**src/rtl/fuse_rd_pkg.sv**
```systemverilog
package fuse_rd_pkg;
   localparam logic [7:0] OFS_CTRL = 8'h00;
   localparam logic [7:0] OFS_SET  = 8'h04;
   localparam logic [7:0] OFS_CLR  = 8'h08;
   localparam logic [7:0] OFS_TIME = 8'h10;
   localparam logic [7:0] OFS_PDAT = 8'h20;
   localparam logic [7:0] OFS_RCTL = 8'h30;
   localparam logic [7:0] OFS_RDAT = 8'h40;

   localparam int BUSY_BIT   = 8;
   localparam int ERR_BIT    = 9;
   localparam int RELOAD_BIT = 10;
   localparam int UNLOCK_LSB = 16;

   localparam logic [31:0] POISON_WORD = 32'hBADA_BADA;

   typedef enum logic [2:0] {
      SQ_IDLE, SQ_PRE, SQ_STRB, SQ_POST, SQ_FETCH
   } seq_st_e;
endpackage

```
**src/rtl/fuse_rd_seq.sv**
```systemverilog
module fuse_rd_seq
   import fuse_rd_pkg::*;
#(
   parameter int ADDR_W     = 7,
   parameter int RELAX_W    = 4,
   parameter int SREAD_W    = 6,
   parameter int FUSE_WORDS = 96
) (
   input  logic               clk,
   input  logic               rst_n,
   input  logic               go,
   input  logic [ADDR_W-1:0]  go_addr,
   input  logic [RELAX_W-1:0] relax_cnt,
   input  logic [SREAD_W-1:0] sread_cnt,
   output logic               busy,
   output logic               done,
   output logic               fail,
   output logic [31:0]        word,
   output logic               fz_req,
   output logic               fz_strobe,
   output logic [ADDR_W-1:0]  fz_addr,
   input  logic               fz_valid,
   input  logic [31:0]        fz_rdata,
   input  logic               fz_err
);
   localparam int CW = ((SREAD_W > RELAX_W) ? SREAD_W : RELAX_W) + 2;

   seq_st_e          st_q;
   logic [CW-1:0]    cnt_q, wid_q, rlx_q;
   logic [CW-1:0]    total, twice, wid_m1;
   logic [ADDR_W-1:0] addr_q;
   logic             oor;

   // strobe width minus one, clamped so the strobe lasts at least one cycle
   always_comb begin
      total  = CW'(sread_cnt) + CW'(1);
      twice  = (CW'(relax_cnt) + CW'(1)) << 1;
      wid_m1 = (total > twice) ? (total - twice - CW'(1)) : '0;
   end

   generate
      if (FUSE_WORDS >= (1 << ADDR_W)) begin : g_full_array
         assign oor = 1'b0;
      end else begin : g_part_array
         assign oor = (addr_q >= ADDR_W'(FUSE_WORDS));
      end
   endgenerate

   always_ff @(posedge clk or negedge rst_n) begin
      if (!rst_n) begin
         st_q   <= SQ_IDLE;
         cnt_q  <= '0;
         wid_q  <= '0;
         rlx_q  <= '0;
         addr_q <= '0;
      end else begin
         unique case (st_q)
            SQ_IDLE: if (go) begin
               st_q   <= SQ_PRE;
               cnt_q  <= CW'(relax_cnt);
               rlx_q  <= CW'(relax_cnt);
               wid_q  <= wid_m1;
               addr_q <= go_addr;
            end
            SQ_PRE: if (cnt_q == '0) begin
               st_q  <= SQ_STRB;
               cnt_q <= wid_q;
            end else cnt_q <= cnt_q - CW'(1);
            SQ_STRB: if (cnt_q == '0) begin
               st_q  <= SQ_POST;
               cnt_q <= rlx_q;
            end else cnt_q <= cnt_q - CW'(1);
            SQ_POST: if (cnt_q == '0) st_q <= SQ_FETCH;
               else cnt_q <= cnt_q - CW'(1);
            SQ_FETCH: if (done) st_q <= SQ_IDLE;
            default: st_q <= SQ_IDLE;
         endcase
      end
   end

   assign busy      = (st_q != SQ_IDLE);
   assign fz_strobe = (st_q == SQ_STRB);
   assign fz_req    = (st_q == SQ_FETCH) && !oor;
   assign fz_addr   = addr_q;
   assign done      = (st_q == SQ_FETCH) && (oor || fz_valid);
   assign fail      = done && (oor || fz_err);
   assign word      = fail ? POISON_WORD : fz_rdata;
endmodule

```
**src/rtl/fuse_rd_regs.sv**
```systemverilog
module fuse_rd_regs
   import fuse_rd_pkg::*;
#(
   parameter int ADDR_W    = 7,
   parameter int RELAX_W   = 4,
   parameter int SREAD_W   = 6,
   parameter int SPROG_W   = 12,
   parameter int BUS_AW    = 8,
   parameter int RST_RELAX = 1,
   parameter int RST_SREAD = 9
) (
   input  logic               clk,
   input  logic               rst_n,
   input  logic               bus_wr,
   input  logic [BUS_AW-1:0]  bus_addr,
   input  logic [31:0]        bus_wdata,
   output logic [31:0]        bus_rdata,
   input  logic               seq_busy,
   input  logic               seq_done,
   input  logic               seq_fail,
   input  logic [31:0]        seq_word,
   output logic               go,
   output logic [ADDR_W-1:0]  fuse_addr,
   output logic [RELAX_W-1:0] relax_cnt,
   output logic [SREAD_W-1:0] sread_cnt,
   output logic               err_flag,
   output logic               clr_err,
   output logic               tmg_wr,
   output logic [31:0]        tmg_view
);
   localparam int RELAX_LSB = SPROG_W;
   localparam int SREAD_LSB = SPROG_W + RELAX_W;
   localparam int TIMING_W  = SREAD_LSB + SREAD_W;
   localparam logic [TIMING_W-1:0] TIMING_RST =
      TIMING_W'((RST_SREAD << SREAD_LSB) | (RST_RELAX << RELAX_LSB));

   logic [ADDR_W-1:0]   addr_q;
   logic                reload_q, err_q;
   logic [15:0]         unlock_q;
   logic [TIMING_W-1:0] timing_q;
   logic [31:0]         pdat_q, rdat_q, ctrl_view;
   logic                hit_ctrl, hit_set, hit_clr, hit_pdat, start_wr, err_set;

   assign hit_ctrl = bus_wr && (bus_addr == BUS_AW'(OFS_CTRL));
   assign hit_set  = bus_wr && (bus_addr == BUS_AW'(OFS_SET));
   assign hit_clr  = bus_wr && (bus_addr == BUS_AW'(OFS_CLR));
   assign hit_pdat = bus_wr && (bus_addr == BUS_AW'(OFS_PDAT));
   assign tmg_wr   = bus_wr && (bus_addr == BUS_AW'(OFS_TIME));
   assign start_wr = bus_wr && (bus_addr == BUS_AW'(OFS_RCTL)) && bus_wdata[0];
   assign go       = start_wr && !seq_busy;
   assign clr_err  = hit_clr && bus_wdata[ERR_BIT];
   assign err_set  = seq_fail || (seq_busy && (start_wr || tmg_wr))
                   || (hit_set && bus_wdata[ERR_BIT]);

   always_ff @(posedge clk or negedge rst_n) begin
      if (!rst_n) begin
         addr_q   <= '0;
         reload_q <= 1'b0;
         unlock_q <= '0;
         err_q    <= 1'b0;
         timing_q <= TIMING_RST;
         pdat_q   <= '0;
         rdat_q   <= '0;
      end else begin
         if (hit_ctrl) begin
            addr_q   <= bus_wdata[ADDR_W-1:0];
            reload_q <= bus_wdata[RELOAD_BIT];
            unlock_q <= bus_wdata[UNLOCK_LSB +: 16];
         end else if (hit_set) begin
            addr_q   <= addr_q | bus_wdata[ADDR_W-1:0];
            reload_q <= reload_q | bus_wdata[RELOAD_BIT];
            unlock_q <= unlock_q | bus_wdata[UNLOCK_LSB +: 16];
         end else if (hit_clr) begin
            addr_q   <= addr_q & ~bus_wdata[ADDR_W-1:0];
            reload_q <= reload_q & ~bus_wdata[RELOAD_BIT];
            unlock_q <= unlock_q & ~bus_wdata[UNLOCK_LSB +: 16];
         end
         if (err_set)      err_q <= 1'b1;
         else if (clr_err) err_q <= 1'b0;
         if (tmg_wr && !seq_busy) timing_q <= bus_wdata[TIMING_W-1:0];
         if (hit_pdat) pdat_q <= bus_wdata;
         if (seq_done) rdat_q <= seq_word;
      end
   end

   always_comb begin
      ctrl_view                      = '0;
      ctrl_view[ADDR_W-1:0]          = addr_q;
      ctrl_view[BUSY_BIT]            = seq_busy;
      ctrl_view[ERR_BIT]             = err_q;
      ctrl_view[RELOAD_BIT]          = reload_q;
      ctrl_view[UNLOCK_LSB +: 16]    = unlock_q;
   end

   assign tmg_view = 32'(timing_q);

   always_comb begin
      if (bus_addr == BUS_AW'(OFS_CTRL) || bus_addr == BUS_AW'(OFS_SET) ||
          bus_addr == BUS_AW'(OFS_CLR))        bus_rdata = ctrl_view;
      else if (bus_addr == BUS_AW'(OFS_TIME))  bus_rdata = tmg_view;
      else if (bus_addr == BUS_AW'(OFS_PDAT))  bus_rdata = pdat_q;
      else if (bus_addr == BUS_AW'(OFS_RDAT))  bus_rdata = rdat_q;
      else                                     bus_rdata = '0;
   end

   assign fuse_addr = addr_q;
   assign relax_cnt = timing_q[RELAX_LSB +: RELAX_W];
   assign sread_cnt = timing_q[SREAD_LSB +: SREAD_W];
   assign err_flag  = err_q;
endmodule

```
**src/rtl/fuse_rd_ctrl.sv**
```systemverilog
module fuse_rd_ctrl
   import fuse_rd_pkg::*;
#(
   parameter int ADDR_W     = 7,
   parameter int RELAX_W    = 4,
   parameter int SREAD_W    = 6,
   parameter int SPROG_W    = 12,
   parameter int BUS_AW     = 8,
   parameter int FUSE_WORDS = 96,
   parameter int RST_RELAX  = 1,
   parameter int RST_SREAD  = 9
) (
   input  logic              clk,
   input  logic              rst_n,
   input  logic              bus_wr,
   input  logic [BUS_AW-1:0] bus_addr,
   input  logic [31:0]       bus_wdata,
   output logic [31:0]       bus_rdata,
   output logic              fz_req,
   output logic              fz_strobe,
   output logic [ADDR_W-1:0] fz_addr,
   input  logic              fz_valid,
   input  logic [31:0]       fz_rdata,
   input  logic              fz_err
);
   generate
      if (ADDR_W < 1 || ADDR_W > BUSY_BIT) begin : g_bad_addr_w
         $error("fuse index width must fit below the busy bit");
      end
      if (SPROG_W + RELAX_W + SREAD_W > 32) begin : g_bad_timing_w
         $error("timing fields exceed one word");
      end
      if (FUSE_WORDS < 1 || FUSE_WORDS > (1 << ADDR_W)) begin : g_bad_words
         $error("fuse word count out of index range");
      end
      if (BUS_AW < 7) begin : g_bad_bus_aw
         $error("register offset bus too narrow");
      end
   endgenerate

   logic               seq_busy, seq_done, seq_fail, go;
   logic [31:0]        seq_word, tmg_view;
   logic [ADDR_W-1:0]  fuse_addr;
   logic [RELAX_W-1:0] relax_cnt;
   logic [SREAD_W-1:0] sread_cnt;
   logic               err_flag, clr_err, tmg_wr;
   logic [7:0]         fz_addr_ext;

   assign fz_addr_ext = 8'(fz_addr);

   fuse_rd_regs #(
      .ADDR_W(ADDR_W), .RELAX_W(RELAX_W), .SREAD_W(SREAD_W), .SPROG_W(SPROG_W),
      .BUS_AW(BUS_AW), .RST_RELAX(RST_RELAX), .RST_SREAD(RST_SREAD)
   ) regs_i (
      .clk(clk), .rst_n(rst_n), .bus_wr(bus_wr), .bus_addr(bus_addr),
      .bus_wdata(bus_wdata), .bus_rdata(bus_rdata), .seq_busy(seq_busy),
      .seq_done(seq_done), .seq_fail(seq_fail), .seq_word(seq_word), .go(go),
      .fuse_addr(fuse_addr), .relax_cnt(relax_cnt), .sread_cnt(sread_cnt),
      .err_flag(err_flag), .clr_err(clr_err), .tmg_wr(tmg_wr), .tmg_view(tmg_view)
   );

   fuse_rd_seq #(
      .ADDR_W(ADDR_W), .RELAX_W(RELAX_W), .SREAD_W(SREAD_W), .FUSE_WORDS(FUSE_WORDS)
   ) seq_i (
      .clk(clk), .rst_n(rst_n), .go(go), .go_addr(fuse_addr),
      .relax_cnt(relax_cnt), .sread_cnt(sread_cnt), .busy(seq_busy),
      .done(seq_done), .fail(seq_fail), .word(seq_word), .fz_req(fz_req),
      .fz_strobe(fz_strobe), .fz_addr(fz_addr), .fz_valid(fz_valid),
      .fz_rdata(fz_rdata), .fz_err(fz_err)
   );
endmodule

```
**config.mk**
```make
export PLATFORM = sky130hd
export DESIGN_NAME = fuse_rd_ctrl
export DESIGN_NICKNAME = d
export VERILOG_FILES = /design/src/rtl/fuse_rd_pkg.sv /design/src/rtl/fuse_rd_seq.sv /design/src/rtl/fuse_rd_regs.sv /design/src/rtl/fuse_rd_ctrl.sv
export SDC_FILE = /design/constraint.sdc
export NUM_CORES = 1
export LEC_CHECK = 0
export ABC_AREA = 0
export BUFFER_PORTS_ARGS = -buffer_cell sky130_fd_sc_hd__buf_2
export CORE_MARGIN = 4
export CORE_UTILIZATION = 55
export DETAILED_ROUTE_END_ITERATION = 6
export PLACE_DENSITY = 0.83
export SLEW_MARGIN = 10
export SYNTH_ARGS = -nofsm -noshare
export SYNTH_HDL_FRONTEND = slang
export SYNTH_HIERARCHICAL = 1
export SYNTH_SLANG_ARGS = --single-unit
export TNS_END_PERCENT = 20
```
**constraint.sdc**
```tcl
create_clock -name clk -period 2.6 [get_ports clk]
set_input_delay 0.65 -clock clk [delete_from_list [all_inputs] [get_ports clk]]
set_output_delay 0.65 -clock clk [all_outputs]
set_load 0.02 [all_outputs]
```
==> impl_results.md, run 1 <==
* Status: finished with violations
* Final setup fails at 25
* Worst endpoint data arrival time at 2090 ps
* Hold slack at 205 ps
* Area growth, synth to finish at 30.0%
* Worst Path Max Fanout at 5
* CTS max path bufs at 2
* FF-to-FF path depth at 9
* Worst setup EP type: primary output
* Dpl cells at ~1000
* Fin Clk Skew at ~8.5 ps
* Number of port buffers at ~120
* DIE HEIGHT at between 100 and 150 µm
* Vias in the first global route at a little over 7000
* Largest net degree at the start of global routing at around 60
* Die width at approximately 130 µm
* Via count at roughly 6900
* Failing checks: negative setup slack
* Reg clk slew, reported paths at 60 ps
* Initial antenna violation count at 1
* Num rows at between 40 and 50
* Routed wire length at about 24000 µm
* Post-cts hold buffer count at 0
* PnR worst setup slack at -142 ps
* Maxcap violations at 0
* Hold Path Class: in2async
* Routability Congestion at 0.977
* Initial Util at 0.568
* Critical path launch point: bus_addr[5]
* Yosys warns at 6
* Fraction of layout cells with a size suffix above 1 at 0.450
* Count of TritonRoute iterations in the first routing pass at 7
* Core Area at 13400 µm²
* Final Hold Viols at 0
* PD cells at 729 nW/µm²
* Pleak at 4.98 nW
* Final std cells w/o fill at ~1100
* Post-synthesis cell count at roughly 710
* Tmin final at around 2700 ps
* Routed vias/inst at 6.50
* Synthesized net count at 800
* Critical path type: in2out
* Worst R2R Setup Slack at roughly 30 ps
* Worst r2r src: regs_i/timing_q[16]$_DFFE_PN1P_
* Avg Cell Area, Syn at roughly 11 µm²
* GRT Overall Usage at 0.297
* Worst-path cell chain: buf_8, buf_6, nor4b_4, buf_4, buf_6, a22o_1, a221oi_1, nor2_1, buf_4
* Worst path required time at slightly below 2000 ps
* Residual DRC at 0
* Initial drt markers at around 850
* Crit start category: input pin
* Peak supply drop at approximately 550 µV
* Final Cycle Share at 1.05
* Area post-placement at 8820 µm²
* CTS tree: done
* Final Max Tran Viols at 0
* Slowest cell on the critical path: a221oi_1
* HPWL Detailed at between 15000 and 20000 µm
* Routed Antenna Nets at 0
* H-tree depth at 4
* Clock root cell: clkbuf_16
* Setup repair after global routing missed its margin: yes
* Slew HR at 0.422
* Final net count at 959
* Fmax at between 300 and 400 MHz
* Clk Latency, worst-skew pair at between 400 and 500 ps
* Delay-heaviest family, CP: buffers and inverters
* Full die area at around 16000 µm²
* Worst stage delay on the critical path at approximately 330 ps
* Reg2Reg Capture Point: seq_i/wid_q[6]$_DFFE_PN0P_
* Overflow after GRT at 0
* Worst slew pin tran at ~860 ps
* Post-synthesis cell area at around 7600 µm²
* I/O pin count at 118
* Routed len/inst at 22.9 µm
* Crit path buf inv count at 5
* First-pass GRT wire length at ~38000 µm
* CTS Sinks at 141
* CTS buffer count at 17
* Post-Layout Inst Area at 9900 µm²
[final cells by class]
class	count	area, µm²
Timing Repair Buffer	184	1450
Sequential cell	141	3530
Clock inverter	15	164
Tap cell	176	220
Clock buffer	17	425
Antenna cell	1	2.50
Multi-Input combinational cell	498	4000
Fill cell	832	3500
Inverter	29	109
[routing by layer]
layer  vias up  share of wire  global-route usage
met5         -              0                   0
met3        79          0.086              0.0707
met4         0          0.032               0.131
li1       2933              -                   -
met1      3417           0.39               0.368
met2       466           0.50               0.497
[stage by stage]
stage | TNS [ps] | util | total power, W | worst slack, ps
after floorplan | -194 | - | 0.00402 | -57.9
after global placement | -2190 | 0.658 | 0.00461 | -114
after detailed placement | -3620 | 0.658 | 0.00469 | -176
after CTS | -136 | 0.729 | 0.00715 | -24.3
after global routing | -2570 | 0.739 | 0.00752 | -163
final | -969 | 0.739 | 0.00722 | -142
[worst max-delay path by stage]
stage | end | depth (start not counted)
after floorplan | bus_rdata[8] | 7
after global placement | bus_rdata[5] | 8
after detailed placement | bus_rdata[2] | 8
after CTS | bus_rdata[17] | 9
after global routing | bus_rdata[27] | 7
final | bus_rdata[8] | 9
[where the power goes]
| group | internal (W) | leakage [nW] | switching [W] |
|---|---|---|---|
| sequential | 0.00254 | 1.88 | 0.000311 |
| combinational | 0.000877 | 2.82 | 0.00104 |
| clock | 0.00143 | 0.279 | 0.00102 |
[layout by cell type, fill, tap and decap left out, types with 4 or more instances in the layout]
cell	count
clkinvlp_4	4
buf_4	56
a31oi_1	28
ha_1	11
o31ai_1	4
mux2_4	30
a221oi_1	4
or2_2	20
a222oi_1	16
nor3_1	6
xnor2_1	7
clkbuf_16	17
dfrtp_1	138
a21oi_1	13
nor2_1	16
inv_6	4
nor2_2	27
nand2_1	70
a22o_1	25
o21ai_0	39
buf_6	36
buf_12	9
mux2_2	64
inv_1	29
nor2b_1	14
nand2b_1	6
nand3_1	12
buf_2	80
a221oi_2	12
[what timing repair did]
action                     in CTS  in global routing
setup endpoints to repair      32                 40
buffers inserted                7                  0
resized for setup              89                 33
gates cloned                    1                  1
pin swaps                      17                 10
Note: power is estimated with default switching activity, not from simulation.
==> run 2: changes to the inputs <==
==> constraint.sdc (replaced) <==
create_clock -name clk -period 2.8 [get_ports clk]
set_input_delay 0.7 -clock clk [delete_from_list [all_inputs] [get_ports clk]]
set_output_delay 0.7 -clock clk [all_outputs]
set_load 0.02 [all_outputs]
==> run 2 against run 1 <==
Compared with the run above:
- the flow still finishes with violations (negative setup slack)
- routed wire length decreased by 9.6%
- worst setup slack improved by 53 ps
- sequential share of layout area grew 1.2 points
- clock-buffer cell count increased by 5
- total power shrank 7.6%
- final area shrank 3.2%
- cell count fell by 0.85%
- register-to-register slack improved by 130 ps
- die area stayed put
- flip-flop and latch count unchanged
- core utilization down 2.4 points
- first-iteration DRC count is 14% lower
- critical path type unchanged
- largest cell class unchanged
==> impl_results.md, run 2 (same netlist as run 1, synthesis figures left out) <==
* Combinational fraction of design power at 0.252
* Fraction of layout cells with a size suffix above 1 at 0.408
* Worst-path cell chain: buf_8, nor4_4, buf_4, and3_4, buf_8, a221oi_2, nor2_1, buf_4
* Setup repair after global routing missed its margin: yes
* First-pass GRT wire length at between 30000 and 40000 µm
* Critical path type: in2out
* DIE HEIGHT at 126 µm
* PnR worst setup slack at -88.5 ps
* Slowest cell on the critical path: nor4_4
* Initial Util at 0.568
* Worst Path Max Fanout at 5
* Final Cycle Share at 1.03
* HPWL Detailed at ~15000 µm
* Final setup fails at 15
* Number of port buffers at around 120
* Failing checks: negative setup slack
* Critical path launch point: bus_addr[7]
* Via count at roughly 6500
* Reg power frac at 0.394
* Crit path buf inv count at 4
* Routed Antenna Nets at 0
* Num rows at 42
* Crit start category: input pin
* Overflow after GRT at 0
* Full die area at between 15000 and 20000 µm²
* PD cells at between 600 and 700 nW/µm²
* CTS tree: done
* Slew HR at 0.512
* Area growth, synth to finish at 25.8%
* GRT Overall Usage at 0.275
* Maxcap violations at 0
* Reg clk slew, reported paths at roughly 60 ps
* Initial drt markers at about 740
* Routed vias/inst at 6.23
* Worst setup EP type: primary output
* Internal power at approximately 0.0046 W
* Worst endpoint data arrival time at 2190 ps
* Routed wire length at approximately 22000 µm
* Die width at roughly 130 µm
* Psw at about 0.002 W
* Setup tns final at -512 ps
* Setup WS pre-CTS at -140 ps
* Vias in the first global route at 6591
* Largest net degree at the start of global routing at 59
* CTS max path bufs at 2
* Core Area at 13400 µm²
* ANT cells at 0
* Worst slew pin tran at about 730 ps
* Pleak at just under 5 nW
* Hold Path Class: in2async
* CTS buffer count at 17
* CTS Sinks at between 100 and 150
* Initial antenna violation count at 0
* Most frequent cells in the layout: dfrtp_1 (138), buf_2 (90), nand2_1 (70), mux2_2 (64), buf_4 (63)
* Tmin final at between 2000 and 3000 ps
* Fin Clk Skew at around 5.3 ps
* Worst stage delay on the critical path at 360 ps
* Final net count at 951
* Commonest non-fill, non-tap cell in the layout: dfrtp_1
* Routability Congestion at roughly 0.9
* I/O pin count at between 100 and 150
* Fill count at slightly above 900
* Clock root cell: clkbuf_16
* Count of TritonRoute iterations in the first routing pass at 7
* Clk Latency, worst-skew pair at about 420 ps
* Final Max Tran Viols at 0
* H-tree depth at 4
* Residual DRC at 0
* Routed len/inst at around 21 µm
* Worst path required time at 2100 ps
* Status: finished with violations
* Final Hold Viols at 0
* Worst r2r src: regs_i/timing_q[16]$_DFFE_PN1P_
* Fmax at about 350 MHz
* Sw Share at 0.305
* Clock network fraction of total power at 0.354
* Peak supply drop at 483 µV
* Delay-heaviest family, CP: simple AND/OR/NAND/NOR gates
* Post-cts hold buffer count at 0
-- run 2: worst paths after layout --
path                                                   endpoint  slack, ps  depth (start not counted)
worst min register to register     seq_i/fz_addr[4]$_DFFE_PN0P_        490                          1
min in group clk                   seq_i/fz_addr[4]$_DFFE_PN0P_        490                          1
max in group asynchronous       regs_i/timing_q[16]$_DFFE_PN1P_       2000                          2
worst max register to register       seq_i/wid_q[4]$_DFFE_PN0P_        160                          9
worst max-delay path                              bus_rdata[17]        -90                          8
worst min-delay path               regs_i/rdat_q[2]$_DFFE_PN0P_        150                          1
-- run 2: area by class of cell --
| class | instances | area (µm²) | area share |
|---|---|---|---|
| inverter | 29 | 109 | 0.0114 |
| multi-input combinational | 498 | 3850 | 0.402 |
| clock buffer | 22 | 484 | 0.0505 |
| timing repair buffer | 176 | 1250 | 0.131 |
| sequential | 141 | 3530 | 0.369 |
| clock inverter | 10 | 135 | 0.0141 |
| tap | 176 | 220 | 0.0230 |
-- run 2: power groups by stage --
stage / Clock (W) / Sequential [W] / Combinational (W)
3_5_place_dp: 0 / 0.00264 / 0.00164
6_report: 0.00236 / 0.00263 / 0.00168
3_3_place_gp: 0 / 0.00263 / 0.00160
5_1_grt: 0.00247 / 0.00267 / 0.00185
2_1_floorplan: 0 / 0.00257 / 0.00116
4_1_cts: 0.00237 / 0.00261 / 0.00165
-- run 2: repair_timing --
item,in CTS,in global routing
setup endpoints to repair,25,32
gates cloned,1,1
gates resized for setup,16,44
pin swaps,5,12
setup buffers,3,1
-- run 2: routing by layer --
metal  wire length (µm)  share of wire  track usage  up-vias
met1               9200           0.42        0.363     3242
met4                497          0.023        0.109        0
met3               1630          0.074       0.0656       48
met5                  0              0            0        -
met2              10700           0.48        0.440      354
li1                   -              -            -     2905
-- run 2: worst register-to-register path, stage by stage, from the launching register on --
cell     delay (ps)
dfstp_2         610
ha_1            240
nand3_1         110
xnor2_1         150
ha_1            360
and3_1          210
o21ai_0         100
a22o_1          260
a21oi_2         310
a32o_1          220
-- run 2: metrics by stage --
stage          power (W)  instances  utilization  hold WS [ps]  cell area [µm²]
2_1_floorplan    0.00374        712            -           404             7620
3_3_place_gp     0.00423       1014        0.650           469             8710
4_1_cts          0.00664       1050        0.702           150             9400
5_1_grt          0.00699       1052        0.715           158             9580
6_report         0.00667       1052        0.715           152             9580
3_5_place_dp     0.00429       1014        0.650           484             8710
